File: src/rtl/oc_timer_pkg.sv
package oc_timer_pkg;

    localparam logic [3:0] MODE_OFF    = 4'h0;
    localparam logic [3:0] MODE_TOGGLE = 4'h5;
    localparam logic [3:0] MODE_PULSE  = 4'hF;

    localparam int BIT_DRE   = 0;
    localparam int MODE_LO   = 2;
    localparam int MODE_HI   = 5;
    localparam int BIT_IE    = 6;
    localparam int BIT_FLAG  = 7;
    localparam int CTRL_W    = 8;

endpackage

File: src/rtl/oc_bus_decode.sv
module oc_bus_decode #(
    parameter int NCH       = 4,
    parameter int AW        = 8,
    parameter int DW        = 32,
    parameter int STAT_ADDR = 4,
    parameter int CH_BASE   = 8,
    parameter int CH_STRIDE = 8
) (
    input  logic                                 clk,
    input  logic                                 rst_n,
    input  logic                                 bus_wr,
    input  logic [AW-1:0]                        bus_addr,
    input  logic [NCH-1:0][oc_timer_pkg::CTRL_W-1:0] ctrl_rd,
    input  logic [NCH-1:0]                       flags,
    output logic [NCH-1:0]                       ctrl_wr,
    output logic [NCH-1:0]                       cmp_wr,
    output logic [DW-1:0]                        bus_rdata
);
    localparam logic [AW-1:0] STAT_A = AW'(STAT_ADDR);

    logic [NCH-1:0] ctrl_hit;

    for (genvar i = 0; i < NCH; i++) begin : g_dec
        localparam logic [AW-1:0] CTRL_A = AW'(CH_BASE + i * CH_STRIDE);
        localparam logic [AW-1:0] CMP_A  = AW'(CH_BASE + i * CH_STRIDE + 4);
        assign ctrl_hit[i] = (bus_addr == CTRL_A);
        assign ctrl_wr[i]  = bus_wr && ctrl_hit[i];
        assign cmp_wr[i]   = bus_wr && (bus_addr == CMP_A);
    end

    always_comb begin
        bus_rdata = '0;
        if (bus_addr == STAT_A) begin
            bus_rdata = DW'(flags);
        end
        for (int i = 0; i < NCH; i++) begin
            if (ctrl_hit[i]) begin
                bus_rdata = DW'(ctrl_rd[i]);
            end
        end
    end

    // one address never selects more than one register
    assert_onehot_sel_R1: assert property (@(posedge clk) disable iff (!rst_n)
        $onehot0({ctrl_wr, cmp_wr}));

endmodule

File: src/rtl/oc_channel.sv
module oc_channel #(
    parameter int CW = 31
) (
    input  logic                            clk,
    input  logic                            rst_n,
    input  logic [CW-1:0]                   cnt_i,
    input  logic                            ctrl_wr,
    input  logic                            cmp_wr,
    input  logic [CW-1:0]                   data,
    output logic [oc_timer_pkg::CTRL_W-1:0] ctrl_rd,
    output logic                            flag_o,
    output logic                            pin_o,
    output logic                            irq_o
);
    import oc_timer_pkg::*;

    typedef struct packed {
        logic          dre;
        logic          ie;
        logic [3:0]    mode;
        logic          flag;
        logic          pin;
        logic [CW-1:0] tgt;
        logic          tgt_v;
        logic [CW-1:0] queued;
        logic          queued_v;
    } chan_t;

    chan_t st_q, st_d;
    logic  match;
    logic  unused_rsvd;

    assign unused_rsvd = ^{data[CW-1:CTRL_W], data[1]};

    always_comb begin
        st_d  = st_q;
        match = (st_q.mode != MODE_OFF) && st_q.tgt_v && (cnt_i == st_q.tgt);

        if (match) begin
            if (st_q.queued_v) begin
                st_d.tgt      = st_q.queued;
                st_d.queued_v = 1'b0;
            end else begin
                st_d.tgt_v = 1'b0;
            end
        end

        if (cmp_wr) begin
            if (st_q.mode == MODE_OFF) begin
                st_d.tgt      = data;
                st_d.tgt_v    = 1'b1;
                st_d.queued_v = 1'b0;
            end else if (!st_d.tgt_v) begin
                st_d.tgt   = data;
                st_d.tgt_v = 1'b1;
            end else begin
                st_d.queued   = data;
                st_d.queued_v = 1'b1;
            end
        end

        if (ctrl_wr) begin
            st_d.dre  = data[BIT_DRE];
            st_d.ie   = data[BIT_IE];
            st_d.mode = data[MODE_HI:MODE_LO];
            if (data[BIT_FLAG]) begin
                st_d.flag = 1'b0;
            end
            if (st_d.mode == MODE_OFF) begin
                st_d.queued_v = 1'b0;
            end
        end

        if (match) begin
            st_d.flag = 1'b1;
        end

        if (st_d.mode == MODE_OFF) begin
            st_d.pin = 1'b0;
        end else begin
            case (st_q.mode)
                MODE_PULSE:  st_d.pin = match;
                MODE_TOGGLE: st_d.pin = st_q.pin ^ match;
                default:     st_d.pin = st_q.pin;
            endcase
        end
    end

    always_ff @(posedge clk) begin
        if (!rst_n) begin
            st_q <= '0;
        end else begin
            st_q <= st_d;
        end
    end

    assign ctrl_rd = {st_q.flag, st_q.ie, st_q.mode, 1'b0, st_q.dre};
    assign flag_o  = st_q.flag;
    assign pin_o   = st_q.pin;
    assign irq_o   = st_q.flag && st_q.ie;

    assert_match_sets_flag_R3: assert property (@(posedge clk) disable iff (!rst_n)
        match |=> st_q.flag);

    assert_disabled_quiet_R9: assert property (@(posedge clk) disable iff (!rst_n)
        (st_q.mode == MODE_OFF && !st_q.flag) |=> !st_q.flag);

    assert_pulse_needs_flag_R5: assert property (@(posedge clk) disable iff (!rst_n)
        (st_q.pin && st_q.mode == MODE_PULSE && $past(st_q.mode) == MODE_PULSE) |-> st_q.flag);

    assert_toggle_on_match_R6: assert property (@(posedge clk) disable iff (!rst_n)
        (st_q.mode == MODE_TOGGLE && $past(st_q.mode) == MODE_TOGGLE && st_q.pin != $past(st_q.pin))
        |-> $past(match));

    assert_disarm_R8: assert property (@(posedge clk) disable iff (!rst_n)
        (match && !st_q.queued_v && !cmp_wr) |=> !st_q.tgt_v);

    assert_queue_write_R7: assert property (@(posedge clk) disable iff (!rst_n)
        (cmp_wr && !ctrl_wr && st_q.mode != MODE_OFF && st_q.tgt_v && !match) |=> st_q.queued_v);

endmodule

File: src/rtl/oc_timer_bank.sv
module oc_timer_bank #(
    parameter int NCH       = 4,
    parameter int CW        = 31,
    parameter int DW        = 32,
    parameter int AW        = 8,
    parameter int STAT_ADDR = 4,
    parameter int CH_BASE   = 8,
    parameter int CH_STRIDE = 8
) (
    input  logic           clk,
    input  logic           rst_n,
    input  logic [CW-1:0]  cnt_i,
    input  logic           bus_wr,
    input  logic [AW-1:0]  bus_addr,
    input  logic [DW-1:0]  bus_wdata,
    output logic [DW-1:0]  bus_rdata,
    output logic [NCH-1:0] cmp_pin_o,
    output logic [NCH-1:0] irq_o
);
    import oc_timer_pkg::*;

    logic [NCH-1:0][CTRL_W-1:0] ctrl_rd;
    logic [NCH-1:0]             flags;
    logic [NCH-1:0]             ctrl_wr;
    logic [NCH-1:0]             cmp_wr;
    logic                       unused_wbits;

    assign unused_wbits = ^bus_wdata[DW-1:CW];

    oc_bus_decode #(
        .NCH(NCH), .AW(AW), .DW(DW),
        .STAT_ADDR(STAT_ADDR), .CH_BASE(CH_BASE), .CH_STRIDE(CH_STRIDE)
    ) u_decode (
        .clk(clk), .rst_n(rst_n),
        .bus_wr(bus_wr), .bus_addr(bus_addr),
        .ctrl_rd(ctrl_rd), .flags(flags),
        .ctrl_wr(ctrl_wr), .cmp_wr(cmp_wr),
        .bus_rdata(bus_rdata)
    );

    for (genvar i = 0; i < NCH; i++) begin : g_ch
        oc_channel #(.CW(CW)) u_ch (
            .clk(clk), .rst_n(rst_n), .cnt_i(cnt_i),
            .ctrl_wr(ctrl_wr[i]), .cmp_wr(cmp_wr[i]),
            .data(bus_wdata[CW-1:0]),
            .ctrl_rd(ctrl_rd[i]), .flag_o(flags[i]),
            .pin_o(cmp_pin_o[i]), .irq_o(irq_o[i])
        );

        assert_irq_has_flag_R4: assert property (@(posedge clk) disable iff (!rst_n)
            irq_o[i] |-> ctrl_rd[i][BIT_FLAG] && ctrl_rd[i][BIT_IE]);
    end

endmodule

File: config.mk
export PLATFORM = sky130hd
export DESIGN_NAME = oc_timer_bank
export DESIGN_NICKNAME = d
export VERILOG_FILES = /design/src/rtl/oc_timer_pkg.sv /design/src/rtl/oc_bus_decode.sv /design/src/rtl/oc_channel.sv /design/src/rtl/oc_timer_bank.sv
export SDC_FILE = /design/constraint.sdc
export NUM_CORES = 1
export LEC_CHECK = 0
export CAP_MARGIN = 20
export CORE_MARGIN = 1.5
export CORE_UTILIZATION = 69
export CTS_CLUSTER_DIAMETER = 120
export DETAILED_ROUTE_END_ITERATION = 6
export DONT_BUFFER_PORTS = 1
export GPL_TIMING_DRIVEN = 0
export PLACE_DENSITY = 0.85
export SKIP_LAST_GASP = 1
export SLEW_MARGIN = 20
export SYNTH_ARGS = -nofsm -noshare
export SYNTH_HDL_FRONTEND = slang
export SYNTH_SLANG_ARGS = --single-unit
File: constraint.sdc
create_clock -name clk -period 3.5 [get_ports clk]
set_input_delay 0.35 -clock clk [delete_from_list [all_inputs] [get_ports clk]]
set_output_delay 0.35 -clock clk [all_outputs]
set_load 0.02 [all_outputs]
==> results.md, run 1 <==
- First-pass GRT wire length: 78300 um
- Core Box Area: 21100 um2
- Cell Count, Final, Fillers Out: 2082
- Port-buffer cells: 0
- Worst reg2reg setup slack: 270 ps
- Hold path cells: 1
- Leakage: 6.03 nW
- Die height: 150 um
- Crit path time final: 3230 ps
- Average via count per standard cell: 6.89
- Crit path max fanout: 10
- Pwr Density: 416 nW/um2
- CP Data Arrival Time: 3640 ps
- DP Wirelength: 37500 um
- Multi-input gate area: 8250 um2
- Most used DFF post-synth: dfxtp_1
- WS Path Type: reg2reg
- Fill cells: 1433
- Die W: 150 um
- Final Wtd Congestion: 1.01
- RSZ-0062 raised after global routing: false
- Buf+Inv Stages, Crit Path: 2
- Yosys warnings: 0
- Final ANT Viol Nets: 0
- # rows: 53
- Die area: 22500 um2
- Vias: 14339
- Final wirelength: 54000 um
- Layout cells sized above 1: 0.101
- Post-Syn Instances: 1697
- Fmax: 0.310 GHz
- Final core occ: 0.789
- Reg clk slew, reported paths: 60 ps
- CP required: 3910 ps
- R2R depth: 8
- Syn_area_per_cell: 8.78 um2
- Post-CTS setup buffer count: 0
- Peak VDD IR: 407 uV
- Rel. slew slack: 0.295
- Initial core utilization: 0.707
- Most frequent cells in the layout: 288 x dfxtp_1, 140 x o21ai_0, 123 x clkbuf_1
- Placed cells: 1995
- Fin. max-slew vios: 0
- Min-delay src: bus_wdata[17]
- Critical-path cell list: xor2_1, nor4_2, nand4_2, or4_4, buf_6, buf_1, nand4_1, a21oi_1
- Clock Tree Buf Depth: 3
- Initial antenna violation count: 1
- Synthesized cell area: 14900 um2
- Final net count: 1857
- Layout overhead on the synthesized area: 11.7%
- H-tree depth: 1
- Final Cycle Share: 0.922
- Max-cap violations: 0
- FFs w/ async S/R, synth: 0
- DR pass1 iterations: 7
- Crit path max-delay family: simple AND/OR/NAND/NOR gates
- RR Endpoint: g_ch[0].u_ch.st_q[11]
- Initial DRC Count: 2106
- CTS tree: built
- Root buf cell: clkbuf_16
- Largest net degree at the start of global routing: 15
- Synth Register Bits: 288
- Hold endpoint: g_ch[3].u_ch.st_q[50]
- Crit start category: flop
- Grt ovf: 0
- Fin Clk Skew: 12.2 ps
- Delay of the slowest critical-path stage: 910 ps
- Detailed-route DRC error count: 0
- Status: complete, no violations
- Worst hold path class: in2reg
- Final hold violation count: 0
- Post-CTS Hold Buffers: 31
- Post-CTS sizing: 0
- Sequential area share after synthesis: 0.387
- Seq. cell area: 5770 um2
- Wire per inst: 26.0 um
- Vias in the first global route: 13208
- Setup Viol. Count Final: 0
- TritonCTS buffer count: 30
- Worst setup path start: g_ch[0].u_ch.st_q[44]
- Worst slew pin tran: 1050 ps
- Slowest cell on crit path: nor4_2
- GR Util All Layers: 0.469
- Distinct cells, synth: 59
- Post-synth EDFFs: 0
- Reg2reg start: g_ch[0].u_ch.st_q[44]
- Clock Latency Late Sink: 560 ps
- Setup TNS: 0 ps
- Num Clock Sinks: 288
- Element type at the critical path end: flop
- I/O pins: 114
- Most common cell after layout, fill and taps aside: dfxtp_1
## registers in the layout, indices dropped and copies added, names as in the netlist
| signal | flops |
|---|---|
| g_ch.u_ch.flag_o | 4 |
| g_ch.u_ch.pin_o | 4 |
| g_ch.u_ch.ctrl_rd | 24 |
| g_ch.u_ch.st_q | 256 |
## synth_stat cells, types with 31 or more instances
library cell	instances	area (um2)
inv_1	43	161
a21oi_1	100	500
a211oi_1	31	233
a21o_1	35	263
o2111a_1	32	360
nand3_1	48	240
or4_1	33	248
nand2_1	118	443
a211oi_2	57	713
xor2_1	31	272
dfxtp_1	288	5770
buf_4	32	240
or3_1	35	219
mux2i_1	96	961
clkbuf_1	114	428
o21bai_1	32	240
nand4_1	61	382
xnor2_1	96	841
o21ai_0	140	701
nor3_1	89	445
nor2_1	71	267
## metal layers
metal / wire length (um) / share of wire / vias up / GRT usage
li1: - / - / 6346 / -
met1: 19700 / 0.37 / 6672 / 0.622
met2: 22400 / 0.41 / 1091 / 0.688
met3: 8850 / 0.16 / 230 / 0.148
met4: 3080 / 0.057 / 0 / 0.230
met5: 0 / 0 / - / 0
## power breakdown
| part | switching, W | total [W] | internal, W |
|---|---|---|---|
| Clock | 0.00135 | 0.00324 | 0.00189 |
| Combinational | 0.000274 | 0.000399 | 0.000125 |
| Sequential | 0.00000319 | 0.00328 | 0.00328 |
## cell families (layout without fill, tap and decap cells)
kind of cell              after synthesis  after routing  share of synthesized area
AOI/OAI and AO/OA                     461            461                      0.222
xor gates and xnor gates              127            127                     0.0747
buffers and inverters                 212            297                     0.0661
DFF                                   288            288                      0.387
muxes                                 102            102                     0.0690
other                                   1             26                   0.000252
and+or+nand+nor                       506            506                      0.181
## area by class of cell
type                            instances  share of cell area
Multi-Input combinational cell       1220               0.496
Sequential cell                       288               0.346
Clock buffer                           46              0.0536
Buffer                                169              0.0495
Tap cell                              275              0.0207
Timing Repair Buffer                   31              0.0186
Inverter                               43             0.00969
Clock inverter                          8             0.00556
Antenna cell                            2            0.000301
## per-stage QoR
step / setup slack, ps / hold WS, ps / power (W) / area [um2]
final: 273 / 1.96 / 0.00692 / 16600
after global placement: 250 / 441 / 0.00367 / 15300
after floorplan: 1120 / 433 / 0.00357 / 15000
after detailed placement: 412 / 449 / 0.00367 / 15300
after CTS: 468 / 0.157 / 0.00687 / 16600
after global routing: 382 / 3.93 / 0.00703 / 16600
## worst max path at each step
stage                                  endpoint  cells after the start
after detailed placement  g_ch[1].u_ch.st_q[40]                      7
after global placement    g_ch[1].u_ch.st_q[40]                      7
after global routing      g_ch[0].u_ch.st_q[11]                      7
final                     g_ch[0].u_ch.st_q[11]                      8
after CTS                 g_ch[1].u_ch.st_q[54]                      7
after floorplan                    bus_rdata[0]                      4
Power figures use the tool's default switching activity.
==> run 2: changes to the inputs <==
--- a/config.mk
+++ b/config.mk
@@ -12,7 +12,7 @@
 export DETAILED_ROUTE_END_ITERATION = 6
 export DONT_BUFFER_PORTS = 1
 export GPL_TIMING_DRIVEN = 0
-export PLACE_DENSITY = 0.85
+export PLACE_DENSITY = 0.84
 export SKIP_LAST_GASP = 1
 export SLEW_MARGIN = 20
 export SYNTH_ARGS = -nofsm -noshare
==> run 2 against run 1 <==
Effect of this change: the run now ends with hold timing left; setup slack better by 160 ps; combinational power is 1% higher; fmax grew 5.3%; clock-buffer cell count decreased by 4; final area fell by 0.14%; power shrank 0.72%; core utilization is 0.11 points lower; critical endpoint is now g_ch[3].u_ch.st_q[58]; largest cell class unchanged.
==> results.md, run 2 (synthesis results as in run 1) <==
- Most flops, register: g_ch.u_ch.st_q
- Max-cap violations: 0
- Layout cells sized above 1: 0.102
- Worst hold path class: in2reg
- Core Box Area: 21100 um2
- Post-CTS sizing: 0
- Failing checks: hold timing
- Final ANT Viol Nets: 0
- Clock Tree Buf Depth: 3
- Final Wtd Congestion: 1.01
- Crit path time final: 3060 ps
- Rel. slew slack: 0.358
- Die area: 22500 um2
- Peak VDD IR: 489 uV
- Leakage: 6.04 nW
- Fin Clk Skew: 26.8 ps
- Pwr Density: 413 nW/um2
- # rows: 53
- Crit start category: flop
- I/O pins: 114
- Fill cells: 1542
- Initial DRC Count: 1814
- CP Data Arrival Time: 3510 ps
- Die W: 150 um
- Clock Latency Late Sink: 580 ps
- Vias: 14143
- Status: finished with violations
- Delay of the slowest critical-path stage: 700 ps
- Vias in the first global route: 13112
- WS Path Type: reg2reg
- Number of flip-flops in the largest register: 256
- Initial antenna violation count: 2
- Final Cycle Share: 0.875
- Final net count: 1858
- First-pass GRT wire length: 78200 um
- Dpl ws: 547 ps
- Fmax: 0.326 GHz
- Num Clock Sinks: 288
- Placed cells: 1995
- Largest net degree at the start of global routing: 16
- Cell Count, Final, Fillers Out: 2081
- Final core occ: 0.788
- Worst slew pin tran: 962 ps
- Die height: 150 um
- Wire per inst: 25.7 um
- Met1 Use GR: 0.623
- H-tree depth: 1
- Critical-path cell list: xnor2_1, nand4_1, nor4_1, nand3_1, clkbuf_1, or3_1, o2111a_1
- RSZ-0062 raised after global routing: false
- CP required: 3950 ps
- CTS tree: built
- GR peak layer: met2
- Crit path max fanout: 10
- Layout overhead on the synthesized area: 11.6%
- Met2 global-route usage: 0.694
- Setup Viol. Count Final: 0
- Crit path max-delay family: simple AND/OR/NAND/NOR gates
- Final hold violation count: 1
- Detailed-route DRC error count: 0
- Initial core utilization: 0.707
- Final wirelength: 53600 um
- Seq. cell area: 5770 um2
- Multi-input gate area: 8240 um2
- Setup TNS: 0 ps
- GR Util All Layers: 0.470
- Final worst slack: 437 ps
- Root buf cell: clkbuf_16
- Reg clk slew, reported paths: 70 ps
- Post-CTS setup buffer count: 0
- Element type at the critical path end: flop
- DP Wirelength: 37600 um
- Fin. max-slew vios: 0
- Final hold slack: -5.55 ps
- Grt ovf: 0
- Port-buffer cells: 0
- Met3 Use GR: 0.139
- Most frequent cells in the layout: 288 x dfxtp_1, 140 x o21ai_0, 118 x clkbuf_1, 118 x nand2_1, 100 x a21oi_1
- Post-CTS Hold Buffers: 32
- Slowest cell on crit path: nor4_1
- Average via count per standard cell: 6.80
- Most common cell after layout, fill and taps aside: dfxtp_1
- DR pass1 iterations: 6
- TritonCTS buffer count: 30
- Buf+Inv Stages, Crit Path: 1
[run 2: layout make-up]
type                    count  area share
multi-input cells        1220       0.496
flip-flops and latches    288       0.347
clock buffers              42      0.0527
plain buffers             169      0.0495
well taps                 275      0.0207
repair buffers             32      0.0193
inverters                  43     0.00971
clock inverters            11     0.00549
diodes                      1    0.000151
[run 2: per-layer routing]
metal	wire length, um	vias up
met5	13	-
met1	20300	6653
met3	7780	214
met4	3070	2
met2	22400	956
li1	-	6318
[run 2: metrics by stage]
| step | total power [W] | instance area (um2) | hold slack, ps |
|---|---|---|---|
| after floorplan | 0.00357 | 15000 | 433 |
| after global placement | 0.00367 | 15300 | 440 |
| after detailed placement | 0.00367 | 15300 | 449 |
| after CTS | 0.00681 | 16600 | 0.0956 |
| after global routing | 0.00696 | 16600 | 4.25 |
| final | 0.00687 | 16600 | -5.55 |
[run 2: report_power, final]
group | switching, W | internal (W)
logic | 0.000279 | 0.000125
clock network | 0.00138 | 0.00181
registers | 0.00000308 | 0.00328
total | 0.00166 | 0.00521
[run 2: worst paths after layout]
path,start,end,slack [ps],cells past startpoint
setup / recovery,g_ch[3].u_ch.st_q[50],g_ch[3].u_ch.st_q[58],440,7
hold / removal,bus_wdata[17],g_ch[1].u_ch.st_q[50],-6,2
setup reg to reg,g_ch[3].u_ch.st_q[50],g_ch[3].u_ch.st_q[58],440,7
hold reg to reg,g_ch[3].u_ch.st_q[29],g_ch[3].u_ch.st_q[29],460,2
==> run 3: changes to the inputs <==
--- a/config.mk
+++ b/config.mk
@@ -7,12 +7,12 @@
 export LEC_CHECK = 0
 export CAP_MARGIN = 20
 export CORE_MARGIN = 1.5
-export CORE_UTILIZATION = 69
+export CORE_UTILIZATION = 58
 export CTS_CLUSTER_DIAMETER = 120
 export DETAILED_ROUTE_END_ITERATION = 6
 export DONT_BUFFER_PORTS = 1
 export GPL_TIMING_DRIVEN = 0
-export PLACE_DENSITY = 0.84
+export PLACE_DENSITY = 0.75
 export SKIP_LAST_GASP = 1
 export SLEW_MARGIN = 20
 export SYNTH_ARGS = -nofsm -noshare
==> constraint.sdc (replaced) <==
create_clock -name clk -period 2.47 [get_ports clk]
set_input_delay 0.247 -clock clk [delete_from_list [all_inputs] [get_ports clk]]
set_output_delay 0.247 -clock clk [all_outputs]
set_load 0.02 [all_outputs]
==> run 3 against run 2 <==
Effect of this change: first-iteration DRC count is 18% lower; flip-flop and latch count stayed put; core utilization is 10 points lower; sequential power is 42% higher; fmax is 24% higher; die area is 19% higher; worst hold slack better by 56 ps; final area is 4.1% higher; clock-buffer cell count is 1 higher; the run ends with setup timing left.
==> results.md, run 3 (synthesis results as in run 1) <==
- Average via count per standard cell: 6.42
- Vias: 13791
- Grt ovf: 0
- Worst slew pin tran: 1090 ps
- Fill cells: 2010
- Clock Latency Late Sink: 570 ps
- Most common cell after layout, fill and taps aside: dfxtp_1
- Crit path max-delay family: simple AND/OR/NAND/NOR gates
- Ant diodes: 0
- Layout cells sized above 1: 0.137
- Final net count: 1868
- Fin. max-slew vios: 0
- Die area: 26700 um2
- Final Cycle Share: 1.00
- Final ANT Viol Nets: 0
- First-pass GRT wire length: 75500 um
- Crit path max fanout: 10
- # rows: 58
- Detailed-route DRC error count: 0
- Reg clk slew, reported paths: 60 ps
- Rel. slew slack: 0.273
- Port-buffer cells: 0
- Pwr Density: 583 nW/um2
- Buf+Inv Stages, Crit Path: 1
- I/O pins: 114
- Initial antenna violation count: 3
- Initial core utilization: 0.592
- Placed cells: 2050
- Final core occ: 0.687
- Initial DRC Count: 1482
- CP Data Arrival Time: 2950 ps
- Clock Tree Buf Depth: 3
- Crit path time final: 2470 ps
- Final hold violation count: 0
- Final Wtd Congestion: 0.996
- DR pass1 iterations: 6
- Die W: 163 um
- Vias in the first global route: 12854
- Status: finished with violations
- Final wirelength: 50600 um
- Worst hold path class: in2reg
- Core Box Area: 25200 um2
- Element type at the critical path end: flop
- DP Wirelength: 37500 um
- GR Util All Layers: 0.373
- TritonCTS buffer count: 30
- Number of flip-flops in the largest register: 256
- Wire per inst: 23.6 um
- Fmax: 0.405 GHz
- Slowest cell on crit path: nor4_4
- Peak VDD IR: 573 uV
- Fin Clk Skew: 20.1 ps
- Cell Count, Final, Fillers Out: 2147
- Root buf cell: clkbuf_16
- Setup TNS: -0.682 ps
- Delay of the slowest critical-path stage: 400 ps
- Most flops, register: g_ch.u_ch.st_q
- WS Path Type: reg2reg
- Setup Viol. Count Final: 1
- Failing checks: setup timing
- RSZ-0062 raised after global routing: true
- CTS tree: built
- Most frequent cells in the layout: 286 x dfxtp_1, 140 x o21ai_0, 117 x nand2_1
- Max-cap violations: 0
- Num Clock Sinks: 288
- Leakage: 6.37 nW
- Largest net degree at the start of global routing: 15
- Critical-path cell list: xnor2_1, nand4_1, nor4_4, a31oi_1, nand2_1, clkbuf_4, mux2i_1
- Die height: 163 um
- Crit start category: flop
- Final worst slack: -0.682 ps
- Layout overhead on the synthesized area: 16.1%
- CP required: 2950 ps
- H-tree depth: 1
[run 3: path summary, 6_finish.rpt]
kind	startpoint	end	slack [ps]	cells after the start
worst max-delay path	g_ch[1].u_ch.st_q[36]	g_ch[1].u_ch.st_q[25]	-0.7	7
worst min-delay path	bus_wr	g_ch[3].u_ch.ctrl_rd[3]	50	4
worst max register to register	g_ch[1].u_ch.st_q[36]	g_ch[1].u_ch.st_q[25]	-0.7	7
worst min register to register	g_ch[1].u_ch.st_q[20]	g_ch[1].u_ch.st_q[20]	460	2
[run 3: what timing repair did]
| action | in CTS | in global routing |
|---|---|---|
| hold buffers | 31 | 0 |
| hold endpoints to repair | 242 | 0 |
| gates cloned | 0 | 0 |
| buffers inserted | 3 | 9 |
| pin swaps | 5 | 27 |
| endpoints found under the setup margin | 256 | 241 |
| gates resized for setup | 33 | 75 |
[run 3: through the flow]
| step | cell area, um2 | worst slack, ps | power (W) | hold slack (ps) |
|---|---|---|---|---|
| after CTS | 17000 | 3.18 | 0.0100 | 24.9 |
| after detailed placement | 15400 | -467 | 0.00520 | 410 |
| after floorplan | 15000 | 296 | 0.00507 | 401 |
| final | 17300 | -0.682 | 0.0101 | 50.2 |
| after global placement | 15400 | -731 | 0.00520 | 403 |
| after global routing | 17300 | -66.8 | 0.0103 | 46.6 |
[run 3: power by group]
group	leakage [nW]	switching [W]	internal, W
logic	3.54	0.000428	0.000189
clock network	0.509	0.00193	0.00288
registers	2.32	0.00000445	0.00465
[run 3: worst register-to-register path, cell delays in order (launching register included)]
cell	delay (ps)
dfxtp_1	330
xnor2_1	290
nand4_1	280
nor4_4	400
a31oi_1	310
nand2_1	270
clkbuf_4	300
mux2i_1	230
[run 3: layout make-up]
type	count	area [um2]	share of cell area
plain buffers	168	885	0.0511
well taps	330	413	0.0239
multi-input cells	1220	8620	0.498
flip-flops and latches	288	5770	0.333
clock buffers	43	881	0.0509
inverters	43	161	0.00933
clock inverters	12	168	0.00969
repair buffers	43	404	0.0234
[run 3: metal layers]
| metal | global-route usage | up-vias | share of wire |
|---|---|---|---|
| met5 | 0 | - | 0.00093 |
| met4 | 0.159 | 6 | 0.049 |
| met3 | 0.0615 | 151 | 0.11 |
| met2 | 0.589 | 810 | 0.44 |
| met1 | 0.503 | 6498 | 0.41 |
| li1 | - | 6326 | - |
